[src/rtl/acc_ctl_pkg.sv]
`timescale 1ns/1ps
package acc_ctl_pkg;

  localparam int ST_W  = 4;
  localparam int OPL_W = 3;

  // State codes; the datapath sequencing depends on these exact values.
  localparam logic [ST_W-1:0] ST_RST1  = 4'd0;
  localparam logic [ST_W-1:0] ST_RST2  = 4'd1;
  localparam logic [ST_W-1:0] ST_FETCH = 4'd2;
  localparam logic [ST_W-1:0] ST_AOPR  = 4'd3;
  localparam logic [ST_W-1:0] ST_SOPR  = 4'd4;
  localparam logic [ST_W-1:0] ST_ST1   = 4'd5;
  localparam logic [ST_W-1:0] ST_ST2   = 4'd6;
  localparam logic [ST_W-1:0] ST_ST3   = 4'd7;
  localparam logic [ST_W-1:0] ST_LD1   = 4'd8;
  localparam logic [ST_W-1:0] ST_LD2   = 4'd9;
  localparam logic [ST_W-1:0] ST_LD3   = 4'd10;
  localparam logic [ST_W-1:0] ST_BR1   = 4'd11;
  localparam logic [ST_W-1:0] ST_BR2   = 4'd12;
  localparam logic [ST_W-1:0] ST_JMP   = 4'd13;

  localparam logic [2:0] ALU_PASS = 3'b000;
  localparam logic [2:0] ALU_NOTB = 3'b001;
  localparam logic [2:0] ALU_AND  = 3'b010;
  localparam logic [2:0] ALU_ADD  = 3'b011;
  localparam logic [2:0] ALU_SHRB = 3'b100;

  localparam logic [1:0] MEM_IDLE = 2'b00;
  localparam logic [1:0] MEM_RD   = 2'b01;
  localparam logic [1:0] MEM_WR   = 2'b10;

  localparam logic [1:0] PCSEL_INIT  = 2'b01;
  localparam logic [1:0] PCSEL_ADV   = 2'b10;
  localparam logic [1:0] PCSEL_FETCH = 2'b11;

  typedef struct packed {
    logic [2:0] alu;
    logic [1:0] mem;
    logic [1:0] pc_sel;
    logic       pc_inc;
    logic       di_le;
    logic       ac_le;
    logic       ao_sel;
    logic       ao_le;
    logic       edb_sel;
  } ctl_word_t;

  localparam int WORD_W = $bits(ctl_word_t);

  // Successor of a state given the opcode low bits, their validity and the sign bit.
  function automatic logic [ST_W-1:0] ctl_next(input logic [ST_W-1:0] st,
                                               input logic vld,
                                               input logic [OPL_W-1:0] op,
                                               input logic sgn);
    logic [ST_W-1:0] n;
    case (st)
      ST_RST1: n = ST_RST2;
      ST_RST2: n = ST_FETCH;
      ST_FETCH: begin
        if (!vld)               n = ST_ST3;
        else if (op[2:1] == 2'b11) n = ST_AOPR;
        else if (op[2:1] == 2'b00) n = ST_SOPR;
        else begin
          case (op[1:0])
            2'b10:   n = ST_BR1;
            2'b11:   n = ST_JMP;
            2'b00:   n = ST_ST1;
            default: n = ST_LD1;
          endcase
        end
      end
      ST_ST1:  n = ST_ST2;
      ST_ST2:  n = ST_ST3;
      ST_LD1:  n = ST_LD2;
      ST_LD2:  n = ST_LD3;
      ST_BR1:  n = sgn ? ST_BR2 : ST_FETCH;
      ST_AOPR, ST_SOPR, ST_ST3, ST_LD3, ST_BR2, ST_JMP: n = ST_FETCH;
      default: n = ST_RST1;
    endcase
    return n;
  endfunction

  // Control-point word of a state; unused fields stay zero.
  function automatic ctl_word_t ctl_word(input logic [ST_W-1:0] st,
                                         input logic vld,
                                         input logic [OPL_W-1:0] op);
    ctl_word_t w;
    w = '0;
    case (st)
      ST_RST1: w.pc_sel = PCSEL_INIT;
      ST_RST2: begin
        w.pc_sel = PCSEL_ADV; w.pc_inc = 1'b1; w.ao_le = 1'b1;
      end
      ST_FETCH: begin
        w.pc_sel = PCSEL_FETCH; w.di_le = 1'b1;
        w.mem    = (vld && op[2:1] != 2'b00) ? MEM_RD : MEM_IDLE;
      end
      ST_AOPR, ST_SOPR: begin
        if (st == ST_AOPR) w.alu = op[0] ? ALU_ADD  : ALU_AND;
        else               w.alu = op[0] ? ALU_SHRB : ALU_NOTB;
        w.ac_le = 1'b1; w.ao_le = 1'b1; w.pc_sel = PCSEL_ADV; w.pc_inc = 1'b1;
      end
      ST_ST1, ST_LD1: begin
        w.pc_sel = PCSEL_FETCH; w.ao_sel = 1'b1; w.ao_le = 1'b1;
      end
      ST_ST2: begin
        w.mem = MEM_WR; w.edb_sel = 1'b1;
        w.pc_sel = PCSEL_ADV; w.pc_inc = 1'b1; w.ao_le = 1'b1;
      end
      ST_LD2: begin
        w.mem = MEM_RD; w.pc_sel = PCSEL_FETCH; w.di_le = 1'b1;
      end
      ST_LD3: begin
        w.ac_le = 1'b1; w.ao_le = 1'b1; w.pc_sel = PCSEL_ADV; w.pc_inc = 1'b1;
      end
      ST_BR1: begin
        w.pc_sel = PCSEL_ADV; w.pc_inc = 1'b1; w.ao_le = 1'b1;
      end
      ST_BR2, ST_JMP: begin
        w.pc_sel = PCSEL_ADV; w.ao_sel = 1'b1; w.ao_le = 1'b1;
      end
      default: w = '0;
    endcase
    return w;
  endfunction

endpackage

[src/rtl/acc_ctl_state_reg.sv]
`timescale 1ns/1ps
module acc_ctl_state_reg #(
  parameter int              W       = 4,
  parameter logic [W-1:0]    RST_VAL = '0
) (
  input  logic         clk,
  input  logic         rst,
  input  logic [W-1:0] d,
  output logic [W-1:0] q
);
  always_ff @(posedge clk) begin
    if (rst) q <= RST_VAL;
    else     q <= d;
  end
endmodule

[src/rtl/acc_ctl_decode.sv]
`timescale 1ns/1ps
module acc_ctl_decode
  import acc_ctl_pkg::*;
#(
  parameter bit USE_ROM = 1'b0
) (
  input  logic [ST_W-1:0]  st,
  input  logic             vld,
  input  logic [OPL_W-1:0] op,
  input  logic             sgn,
  output logic [ST_W-1:0]  nxt,
  output ctl_word_t        word
);
  localparam int IDX_W = ST_W + 1 + OPL_W + 1;
  localparam int DEPTH = 1 << IDX_W;
  localparam int ENT_W = ST_W + WORD_W;

  generate
    if (USE_ROM) begin : g_table
      logic [ENT_W-1:0] rom [DEPTH];
      logic [IDX_W-1:0] idx;
      for (genvar i = 0; i < DEPTH; i++) begin : g_ent
        localparam logic [IDX_W-1:0] K = IDX_W'(i);
        // index layout: {state, valid, opcode low bits, sign}
        assign rom[i] = {ctl_next(K[IDX_W-1 -: ST_W], K[OPL_W+1], K[OPL_W:1], K[0]),
                         ctl_word(K[IDX_W-1 -: ST_W], K[OPL_W+1], K[OPL_W:1])};
      end
      assign idx  = {st, vld, op, sgn};
      assign nxt  = rom[idx][ENT_W-1 -: ST_W];
      assign word = rom[idx][WORD_W-1:0];
    end else begin : g_logic
      assign nxt  = ctl_next(st, vld, op, sgn);
      assign word = ctl_word(st, vld, op);
    end
  endgenerate
endmodule

[src/rtl/acc_ctl_seq.sv]
`timescale 1ns/1ps
module acc_ctl_seq
  import acc_ctl_pkg::*;
#(
  parameter bit USE_ROM = 1'b0,
  parameter int OPC_W   = 5
) (
  input  logic             clk,
  input  logic             rst,
  input  logic [OPC_W-1:0] opcode,
  input  logic             ac_sign,
  output logic [2:0]       alu_op,
  output logic [1:0]       mem_op,
  output logic [1:0]       pc_sel,
  output logic             pc_inc,
  output logic             di_le,
  output logic             ac_le,
  output logic             ao_sel,
  output logic             ao_le,
  output logic             edb_sel,
  output logic [ST_W-1:0]  state_o
);
  logic [ST_W-1:0] state_q;
  logic [ST_W-1:0] state_d;
  logic            opc_valid;
  ctl_word_t       word;

  // Only opcodes with zero upper bits name an instruction.
  assign opc_valid = (opcode[OPC_W-1:OPL_W] == '0);

  acc_ctl_state_reg #(.W(ST_W), .RST_VAL(ST_RST1)) u_state (
    .clk (clk),
    .rst (rst),
    .d   (state_d),
    .q   (state_q)
  );

  acc_ctl_decode #(.USE_ROM(USE_ROM)) u_dec (
    .st   (state_q),
    .vld  (opc_valid),
    .op   (opcode[OPL_W-1:0]),
    .sgn  (ac_sign),
    .nxt  (state_d),
    .word (word)
  );

  assign alu_op  = word.alu;
  assign mem_op  = word.mem;
  assign pc_sel  = word.pc_sel;
  assign pc_inc  = word.pc_inc;
  assign di_le   = word.di_le;
  assign ac_le   = word.ac_le;
  assign ao_sel  = word.ao_sel;
  assign ao_le   = word.ao_le;
  assign edb_sel = word.edb_sel;
  assign state_o = state_q;
endmodule

[config.mk]
export PLATFORM = sky130hd
export DESIGN_NAME = acc_ctl_seq
export DESIGN_NICKNAME = d
export VERILOG_FILES = /design/src/rtl/acc_ctl_pkg.sv /design/src/rtl/acc_ctl_state_reg.sv /design/src/rtl/acc_ctl_decode.sv /design/src/rtl/acc_ctl_seq.sv
export SDC_FILE = /design/constraint.sdc
export NUM_CORES = 1
export LEC_CHECK = 0
export BUFFER_PORTS_ARGS = -buffer_cell sky130_fd_sc_hd__buf_2
export CORE_AREA = 2 2 39 41
export DETAILED_ROUTE_END_ITERATION = 16
export DIE_AREA = 0 0 41 43
export GPL_TIMING_DRIVEN = 0
export PLACE_DENSITY_LB_ADDON = 0.3
export SYNTH_ARGS = -nofsm -noshare
export SYNTH_HDL_FRONTEND = slang
export SYNTH_SLANG_ARGS = --single-unit
[constraint.sdc]
create_clock -name clk -period 2.4 [get_ports clk]
set_clock_uncertainty 0.1 [all_clocks]
set_input_delay 0.12 -clock clk [delete_from_list [all_inputs] [get_ports clk]]
set_output_delay 0.12 -clock clk [all_outputs]
set_load 0.05 [all_outputs]
== Word level (Yosys, flattened, before mapping) ==
Index checks and enable logic that the tools add are counted.
Word-level totals
  register bits: 4
  bits in latches: 0
  bits in writable memories: 0
  memory bits (read-only): 0
  input bits: 8
  logic and storage cells: 51
  memories: 0
Operators by class
  add/sub/neg operators: 0
  $mul: 0
  div/mod/pow operators: 0
  order comparisons: 0
  eq/ne operators: 16
  shifts and indexed selects: 0
  multiplexer cells: 19
  bitwise gates (word level): 0
  reduce and logical (&&, ||, !) cells: 15
Operator list (number)
  4-bit case mux with 8 select lines: 1
  4-bit == test, second input constant: 6
  4-bit by 3-bit == test with 1-bit output, second input constant: 4
  4-bit two-way mux: 4
  2-bit case mux with 3 select lines: 2
  4-bit case mux with 3 select lines: 1
  10-bit OR reduction: 1
  3-bit two-way mux: 3
  4-bit by 2-bit == test with 1-bit output, second input constant: 2
  1-bit two-way mux: 8
  4-bit OR reduction: 2
  8-bit OR reduction: 1
  7-bit OR reduction: 1
  2-bit == test, second input constant: 3
  2-bit zero test: 3
  6-bit OR reduction: 1
  4-bit by 1-bit == test with 1-bit output, second input constant: 1
  4-bit zero test: 1
  2-bit OR reduction: 2
  3-bit OR reduction: 1
  2-bit nonzero test: 1
  1-bit logical AND: 1

== Logic depth before layout (Yosys ltp) ==
Gate-level depths: netlist of the first run.
  depth in word-level cells: 6
  mapped depth: 5
  depth with buffers taken out: 4

== By module ==
Synthesis of the first run repeated with hierarchy kept, for this count alone.
Unflattened totals
  cell total of the unflattened synthesis: 73
  area total of the unflattened synthesis: 541.8 µm²
Modules (own cells, without submodules)
  acc_ctl_decode: instances 1, cells each 64, area each 432.9 µm², sequential area each 0.0 µm²
  acc_ctl_state_reg: instances 1, cells each 8, area each 105.1 µm², sequential area each 80.1 µm²
  acc_ctl_seq: instances 1, cells each 1, area each 3.8 µm², sequential area each 0.0 µm²

== Least setup slack after synthesis of the first run ==
Ideal clock, no wire load.
  path type: reg2out
  start point: reg u_state.q[0]
  end point: out pc_sel[1]
  arrival: 2.673 ns
  setup slack: -0.493 ns
  cell stages (with the launch flop): 6
  path through: dfxtp_1 -> buf_2 -> mux2i_1 -> nor2_1 -> or2_1 -> or2_1
On the way
  word-level cells in the longest chain between the ends: 3
  elaborated cells between the ends (all ways): 16
  those cells by class: eq/ne: 12; mux: 1; reduce/logical: 3
RTL lines
  start, declared: line acc_ctl_state_reg.sv:9  | output logic [W-1:0] q
  start signal, assigned: line acc_ctl_state_reg.sv:12  | if (rst) q <= RST_VAL;
  start signal, assigned: line acc_ctl_state_reg.sv:13  | else q <= d;
  4-bit by 1-bit == test with 1-bit output, or another cell as far along: line acc_ctl_pkg.sv:90  | case (st)
  8-bit OR reduction (no line) or 4-bit OR reduction (tied branches)
  2-bit case mux with 3 select lines (*): line acc_ctl_pkg.sv:90
  end, declared: line acc_ctl_seq.sv:14  | output logic [1:0] pc_sel,
Mark *: on every way between the ends. The rest lies on a longest branch, timed or not.

== Worst setup path after layout of the first run ==
Ends and elaborated chain as after synthesis.

==> results of run 1 <==
[routing by layer]
layer | up-vias | track usage [%] | routed length [um]
li1 | 299 | - | -
met3 | 0 | 7.85 | 101
met2 | 24 | 21.6 | 548
met1 | 244 | 22.7 | 512
met4 | 0 | 2.00 | 0
met5 | - | 0 | 0
[cells by family (layout without fill, tap and decap cells)]
| family | Yosys count | in the layout | share of synthesized area [%] |
|---|---|---|---|
| XOR/XNOR | 2 | 2 | 3.77 |
| adder cells (fa/ha/maj) | 1 | 1 | 2.69 |
| AND/OR/NAND/NOR | 28 | 28 | 31.0 |
| AO/OA/AOI/OAI | 19 | 19 | 25.9 |
| multiplexers | 4 | 4 | 9.70 |
| flip-flops | 4 | 4 | 17.3 |
| buffers and inverters | 10 | 38 | 9.70 |
[what timing repair did]
item	CTS	global route
endpoints found under the setup margin	0	0
hold buffers	1	0
hold endpoints to repair	1	0
[worst reg2reg max path, cell delays in order (launching register included)]
cell and delay [ns]:
dfxtp_1 0.43, buf_2 0.26, inv_2 0.04, or3_1 0.35, a31oi_1 0.16
[final timing paths]
kind / start / end / depth (start not counted)
worst max-delay path: u_state.q[0] / pc_sel[1] / 6
worst min-delay path: opcode[3] / u_state.q[2] / 3
worst max register to register: u_state.q[1] / u_state.q[2] / 4
worst min register to register: u_state.q[0] / u_state.q[0] / 2
[power groups by stage]
| stage | sequential (mW) | clock, mW | combinational [mW] |
|---|---|---|---|
| 3_3_place_gp | 0.0939 | 0 | 0.420 |
| 6_report | 0.0924 | 0.0829 | 0.421 |
| 4_1_cts | 0.0924 | 0.0876 | 0.423 |
| 2_1_floorplan | 0.128 | 0 | 0.308 |
| 3_5_place_dp | 0.0933 | 0 | 0.422 |
| 5_1_grt | 0.0949 | 0.0949 | 0.456 |
[per-stage QoR]
step | util [%] | power [mW] | instances | setup WS, ns
floorplan | - | 0.436 | 68 | 0.00539
finish | 47.0 | 0.596 | 112 | 0.393
detailed placement | 44.7 | 0.515 | 108 | 0.633
CTS | 47.0 | 0.603 | 112 | 0.372
global route | 47.0 | 0.645 | 112 | 0.267
global placement | 44.7 | 0.514 | 108 | 0.634
[layout make-up]
cell class                 count  area (sq um)
fill                         158           733
multi-input combinational     54           353
timing repair buffer          25           130
sequential                     4          80.1
buffer                         5          26.3
clock buffer                   3          22.5
tap                           16          20.0
inverter                       5          18.8
[synthesized netlist by cell type]
master / n
o31ai_1: 2
a21oi_1: 6
o21ai_0: 2
mux2_4: 1
xor2_1: 2
or3_1: 1
nand2b_1: 3
a41oi_1: 1
dfxtp_1: 4
buf_1: 1
a31o_2: 1
and2_1: 2
nand3_1: 1
nor2_1: 9
mux2i_1: 3
a21boi_0: 1
ha_1: 1
nand4_1: 1
buf_2: 3
o211ai_1: 1
nor2b_1: 2
inv_2: 1
buf_4: 1
o22ai_1: 1
a31oi_1: 3
inv_1: 4
a22oi_1: 1
nor3_1: 1
nand2_1: 4
nor3_2: 1
or2_1: 2
nor4_1: 1
==> flow_summary.toml, run 1 <==
[worst_setup_path]
slowest_delay_ns = 0.34
worstPathMaxFanout = 10
cp-start-kind = "flop"
worst_ep_arrival_time_ns = 1.79
cpMostUsedCell = "buf_2"
regToRegSetupSlack_ns = 0.98
cp_num_buf_inv = 2
cp_top_family = "simple AND/OR/NAND/NOR gates"
crit_slowest_cell = "dfxtp_1"
endpoint_kind = "primary output"
critPathKind = "reg2out"
worstPathCellList = "buf_2 -> mux2i_1 -> nor2_4 -> or2_1 -> or2_4 -> buf_2"
worst_ep_required_time_ns = 2.18

[floorplanning]
initial_utilization_pct = 33.5
core_sq_um = 1380
die_x_um = 41
die-area_sq_um = 1760
die_y_um = 43
rows = 14
pin_count = 25

[finish]
area_growth_pct = 40.2
drive_gt1_share_pct = 39.6
final_cell_mix = "buf_2, nor2_1, a21oi_1"
largest_reg_flops = 4
antennaDiodeCount = 0
largestRegisters = "u_state.q x4"
finalInstanceArea_sq_um = 651
final_common_cell = "buf_2"
finalNetCount = 107
regMostFlops = "u_state.q"

[drt]
detailroute.via_count = 567
wl_per_cell_um = 10.4
drcViolationCount = 0
dr.pass1.iters = 4
wirelength_mm = 1.16
ant_nets = 0
viasPerCell = 5.06
drt-initial-drc-count = 22

[sta]
slew_headroom_pct = 72.9
period_share_pct = 83.6
timing.hold.ws_ns = 0.131
rsz0062_at_grt = "no"
tightestPinTransition_ns = 0.406
slew_violations = 0
layout_min_cycle_time_ns = 2.01
fmax_mhz = 498
finalHoldViolCount = 0
setup_viol = 0
finalSetupTns_ns = 0

[global_routing]
grt_pass1_wl_mm = 1.93
grt_use_total_pct = 15.8
grt_pass1_vias = 469
grt_antenna_before_repair = 0
grt-ovfl-total = 0
grt_start_max_net_pins = 11

[outcome]
status = "complete, no violations"

[clocking]
cts_htree_levels = 1
cts_sinks = 4
cts.path.max_buffers = 2
post_cts_resized = 0
clk_latency_ns = 0.24
root_buffer = "clkbuf_4"
cts_buffers = 3
cts_tree = "built"
clk_pin_slew_worst_paths_ns = 0.04
cts_setup_buffers = 0

[power]
switching_share_pct = 57.7
ir_drop_mv = 0.510
comb_power_share_pct = 70.6
p_switching_mw = 0.344
power_frac_seq_pct = 15.5
power_leakage_nw = 0.338
clockPowerShare_pct = 13.9
intPower_mw = 0.252
pwr_density_cell_nw_per_um2 = 916

[synth]
synth_cell_types = 32
netlist_instances = 68
ys_seq_area_share_pct = 17.3
synth_top_area_share_pct = 17.3
synth-seq-cells = 4
avgSynthCellArea_sq_um = 6.83
synth_warnings = 0
synth_top_area_cell = "dfxtp_1"
synth_nets = 77
syn_area_sq_um = 464
yosys-top-cells-area = "dfxtp_1, nor2_1, a21oi_1"

[flow_run]
maxCapViolCount = 0

[place]
dp_hpwl_um = 923
placed_cell_area_sq_um = 618
port_buffers = 24
gp_congestion = 0.817

[min_path]
hold_path.class = "in2reg"
No activity file was read; power rests on OpenSTA's default activity.
==> run 2: changes to the inputs <==
==> constraint.sdc (replaced) <==
create_clock -name clk -period 1.7 [get_ports clk]
set_clock_uncertainty 0.1 [all_clocks]
set_input_delay 0.085 -clock clk [delete_from_list [all_inputs] [get_ports clk]]
set_output_delay 0.085 -clock clk [all_outputs]
set_load 0.05 [all_outputs]
==> run 2 against run 1 <==
The run now ends with negative setup slack left. Clock power increased by 60%. Count of clock-buffer cells in the layout increased by 1. Total power increased by 81%. Die area unchanged. Core utilization increased by 18 points. Cell count increased by 8.0%. Flip-flop and latch count unchanged. Routed wire length increased by 26%. Non-clock buffer count increased by 8. Critical path type unchanged. Highest routed layer is now met4.
==> flow_summary.toml, run 2 (synthesis results as in run 1) <==
[sta]
setup_slack_ns = -0.0921
layout_min_cycle_time_ns = 1.79
setup_viol = 1
period_share_pct = 105
rsz0062_at_grt = "yes"
fmax_mhz = 558
slew_violations = 0
timing.hold.ws_ns = 0.0790
finalHoldViolCount = 0
slew_headroom_pct = 83.2
tightestPinTransition_ns = 0.250

[power]
power_leakage_nw = 0.426
pwr_density_cell_nw_per_um2 = 1200
ir_drop_mv = 0.643

[worst_setup_path]
regToRegSetupSlack_ns = 0.30
critPathKind = "reg2out"
worst_ep_required_time_ns = 1.51
endpoint_kind = "primary output"
worst_ep_arrival_time_ns = 1.61
rr_endpoint = "u_state.q[2]"
cp-start-kind = "flop"
worstReg2RegStart = "u_state.q[2]"
ff2ff_path_depth = 4
worstPathMaxFanout = 5

[finish]
area_growth_pct = 93.5
antennaDiodeCount = 0
largest_reg_flops = 4
finalNetCount = 115
regMostFlops = "u_state.q"
multi_input_area_sq_um = 434
largestRegisters = "u_state.q x4"
drive_gt1_share_pct = 65.7
register_area_sq_um = 95.1
final_common_cell = "buf_2"
finalInstanceArea_sq_um = 898
fillerInstances = 118
final_cell_mix = "buf_2, buf_4, buf_8"

[place]
port_buffers = 24
preCtsSetupSlack_ns = -0.000430
gp_congestion = 0.774
dp_hpwl_um = 980
placed_cell_area_sq_um = 676

[floorplanning]
die_y_um = 43
initial_utilization_pct = 33.5
die-area_sq_um = 1760
pin_count = 25
rows = 14
die_x_um = 41
core_sq_um = 1380

[global_routing]
grt_use_total_pct = 18.4
grt_start_max_net_pins = 11
grt-ovfl-total = 0
grt_antenna_before_repair = 0
grt_pass1_wl_mm = 2.24
grt_pass1_vias = 573

[outcome]
status = "finished with violations"
violations = "negative setup slack"

[drt]
detailroute.via_count = 637
drcViolationCount = 0
dr.pass1.iters = 4
wirelength_mm = 1.47
ant_nets = 0
viasPerCell = 5.26
wl_per_cell_um = 12.1
drt-initial-drc-count = 19

[min_path]
hp-start = "opcode[4]"
hold_depth = 3
hold_end = "u_state.q[1]"
hold_path.class = "in2reg"

[clocking]
cts_htree_levels = 1
clk_latency_ns = 0.24
root_buffer = "clkbuf_4"
clk_pin_slew_worst_paths_ns = 0.04
cts_sinks = 4
cts_buffers = 3
cts_tree = "built"
cts.path.max_buffers = 2

[flow_run]
maxCapViolCount = 0
## run 2: cell count changes in the layout (fill, tap and decap cells not counted), sizes merged
cell and change:
buf +8, clkbuf +1
## run 2: timing repair
item | in CTS | in global routing
hold endpoints to repair | 1 | 0
buffers inserted | 6 | 2
gates resized for setup | 23 | 18
endpoints found under the setup margin | 8 | 8
hold buffers | 1 | 0
pin swaps | 3 | 7
## run 2: metrics by stage
| stage | cells | TNS, ns | power [mW] | util (%) |
|---|---|---|---|---|
| after floorplan | 68 | -0.170 | 0.658 | - |
| after global placement | 108 | 0 | 0.765 | 48.8 |
| after detailed placement | 108 | -0.000430 | 0.771 | 48.8 |
| after CTS | 119 | -0.260 | 1.02 | 59.6 |
| after global routing | 121 | -0.274 | 1.14 | 64.9 |
| final | 121 | -0.0921 | 1.08 | 64.9 |
## run 2: critical path, stage by stage (launching register included)
cell	delay [ns]
dfxtp_4	0.36
inv_4	0.09
mux2_4	0.30
or2_4	0.23
or2_4	0.23
buf_8	0.15
## run 2: report_power, final
group | total, mW | internal [mW] | switching [mW]
clock | 0.133 | 0.0884 | 0.0443
sequential | 0.135 | 0.115 | 0.0206
combinational | 0.813 | 0.315 | 0.498
## run 2: metal layers
| metal | track usage (%) | part of all wire [%] |
|---|---|---|
| met4 | 13.3 | 3.3 |
| met1 | 21.2 | 40 |
| met5 | 0 | 0 |
| met3 | 0.524 | 4.4 |
| met2 | 30.0 | 52 |
## run 2: final cells by class
| class | instances | share of cell area [%] |
|---|---|---|
| plain buffers | 5 | 5.99 |
| multi-input cells | 54 | 48.3 |
| flip-flops and latches | 4 | 10.6 |
| clock buffers | 4 | 2.92 |
| well taps | 16 | 2.23 |
| repair buffers | 33 | 27.3 |
| inverters | 5 | 2.65 |
## run 2: worst max path at each step
stage | start | end | slack [ns] | depth (start not counted)
3_3_place_gp | u_state.q[2] | alu_op[0] | 0.02 | 6
4_1_cts | u_state.q[0] | pc_sel[1] | -0.12 | 5
2_1_floorplan | u_state.q[0] | pc_sel[1] | -0.14 | 5
5_1_grt | u_state.q[0] | pc_sel[1] | -0.14 | 6
6_report | u_state.q[3] | pc_sel[1] | -0.09 | 5
3_5_place_dp | u_state.q[3] | pc_sel[1] | -0.0004 | 5
==> run 3: changes to the inputs <==
--- a/config.mk
+++ b/config.mk
@@ -5,6 +5,7 @@
 export SDC_FILE = /design/constraint.sdc
 export NUM_CORES = 1
 export LEC_CHECK = 0
+export ABC_AREA = 1
 export BUFFER_PORTS_ARGS = -buffer_cell sky130_fd_sc_hd__buf_2
 export CORE_AREA = 2 2 39 41
 export DETAILED_ROUTE_END_ITERATION = 16
==> run 3 against run 2 <==
The flow now finishes without violations. Critical path depth grew 2. Total power grew 60%. Sequential power grew 50%. Global-route usage shrank 2.6 points. Clock power shrank 9.8%. Routed wire length shrank 14%. Combinational power grew 72%. Synthesized cell count grew 32%. Setup slack gained 0.16 ns.
==> flow_summary.toml, run 3 <==
[outcome]
status = "complete, no violations"

[floorplanning]
core_sq_um = 1380
die_x_um = 41
pin_count = 25
die_y_um = 43
die-area_sq_um = 1760
initial_utilization_pct = 33.7
rows = 14

[clocking]
clk_pin_slew_worst_paths_ns = 0.04
cts.path.max_buffers = 2
cts_htree_levels = 1
cts_sinks = 4
cts_buffers = 3
root_buffer = "clkbuf_4"
cts_tree = "built"
clk_latency_ns = 0.24

[synth]
synth_top_area_share_pct = 22.5
synth_top_area_cell = "nand2_1"
async_flop_share_pct = 0
avgSynthCellArea_sq_um = 5.19
synth_warnings = 0
syn_area_sq_um = 467
yosys-top-cells-area = "nand2_1, dfxtp_1, inv_1"
synth_edf_count = 0
netlist_instances = 90
yosys-top-cells-count = "nand2_1, inv_1, nand3_1, nor2_1, a21oi_1"
synth_nets = 99
ys_seq_area_share_pct = 17.2
synth.most_common_cell = "nand2_1"
synthFlopType = "dfxtp_1"
synth-seq-cells = 4
synth_cell_types = 15

[power]
power_leakage_nw = 0.460
pwr_density_cell_nw_per_um2 = 2310
ir_drop_mv = 0.753
power_mw = 1.73

[drt]
wl_per_cell_um = 9.36
drcViolationCount = 0
viasPerCell = 4.68
dr.pass1.iters = 4
ant_nets = 0
wirelength_mm = 1.26
detailroute.via_count = 632
drt-initial-drc-count = 13

[finish]
largest_reg_flops = 4
area_growth_pct = 59.8
final_cell_mix = "nand2_1, buf_2, inv_1, nand3_1, a21oi_1"
finalNetCount = 130
largestRegisters = "u_state.q x4"
antennaDiodeCount = 0
final_common_cell = "nand2_1"
fillerInstances = 151
drive_gt1_share_pct = 44.5
regMostFlops = "u_state.q"

[global_routing]
grt_busiest_layer = "met2"
grtUsageMet1_pct = 19.4
grt_use_total_pct = 15.8
grt_use_met3_pct = 0
grt_use_met2_pct = 27.5
grt-ovfl-total = 0
grt_antenna_before_repair = 0
grt_pass1_vias = 525
grt_pass1_wl_mm = 1.98
grt_start_max_net_pins = 8

[sta]
finalHoldViolCount = 0
period_share_pct = 95.8
fmax_mhz = 614
timing.hold.ws_ns = 0.0560
tightestPinTransition_ns = 0.283
slew_violations = 0
slew_headroom_pct = 81.1
layout_min_cycle_time_ns = 1.63
setup_viol = 0

[worst_setup_path]
worstPathMaxFanout = 6
slowest_delay_ns = 0.41
worst_ep_required_time_ns = 1.51
cp-start-kind = "flop"
worstPathCellList = "inv_2 -> nor2_4 -> nand2_1 -> nand2_1 -> nor2_4 -> nand2_2 -> buf_2"
endpoint_kind = "primary output"
crit_slowest_cell = "dfxtp_2"
worst_ep_arrival_time_ns = 1.44
critPathKind = "reg2out"

[min_path]
hold_path.class = "in2reg"

[flow_run]
maxCapViolCount = 0

[place]
port_buffers = 24
gp_congestion = 0.772
dp_hpwl_mm = 1.03
run 3: layout make-up:
cell class	count	area [sq um]	area share [%]
repair buffers	26	174	23.3
inverters	18	67.6	9.06
multi-input cells	67	362	48.5
clock buffers	3	22.5	3.02
flip-flops and latches	4	92.6	12.4
well taps	16	20.0	2.68
plain buffers	1	7.51	1.01
run 3: cell families after synthesis:
| logic type | Yosys count | synth area share [%] |
|---|---|---|
| and+or+nand+nor | 56 | 52.8 |
| buffers and inverters | 19 | 16.1 |
| adders and majority gates | 1 | 2.68 |
| AOI/OAI and AO/OA | 10 | 11.3 |
| DFF | 4 | 17.2 |
run 3: power breakdown:
part / internal, mW / switching (mW) / leakage [nW]
Combinational: 0.424 / 0.980 / 0.411
Clock: 0.0791 / 0.0405 / 0.0138
Sequential: 0.143 / 0.0593 / 0.0353
run 3: stage by stage:
stage               setup WS (ns)  util, %  TNS, ns  cells  cell area [sq um]
floorplan                 -0.0439        -  -0.0439     90                497
global placement            0.230     46.0        0    130                637
detailed placement          0.208     46.0        0    130                637
CTS                        0.0135     49.4        0    134                683
global route              -0.0181     53.9  -0.0281    135                746
finish                     0.0715     53.9        0    135                746
run 3: worst max-delay path: cells and delay by family, from the launching register on:
family / cells / cell delay (ns)
buf+inv: 2 / 0.32
flops: 1 / 0.41
simple gates: 5 / 0.48
run 3: worst paths after layout:
check / start / end / slack [ns] / cells past startpoint
setup / recovery: u_state.q[3] / pc_sel[0] / 0.07 / 7
hold reg to reg: u_state.q[2] / u_state.q[2] / 0.54 / 3
hold / removal: ac_sign / u_state.q[2] / 0.06 / 3
setup reg to reg: u_state.q[3] / u_state.q[1] / 0.46 / 6
run 3: timing repair:
action | in CTS | in global routing
endpoints found under the hold margin | 4 | 0
gates cloned | 0 | 0
pin swaps | 3 | 3
buffers inserted | 0 | 1
hold buffers | 1 | 0
endpoints found under the setup margin | 2 | 8
gates resized for setup | 6 | 19
run 3: metal layers:
layer	share of wire [%]	up-vias
met1	42	281
met4	0	0
li1	-	336
met2	54	15
met3	4.0	0
met5	0	-
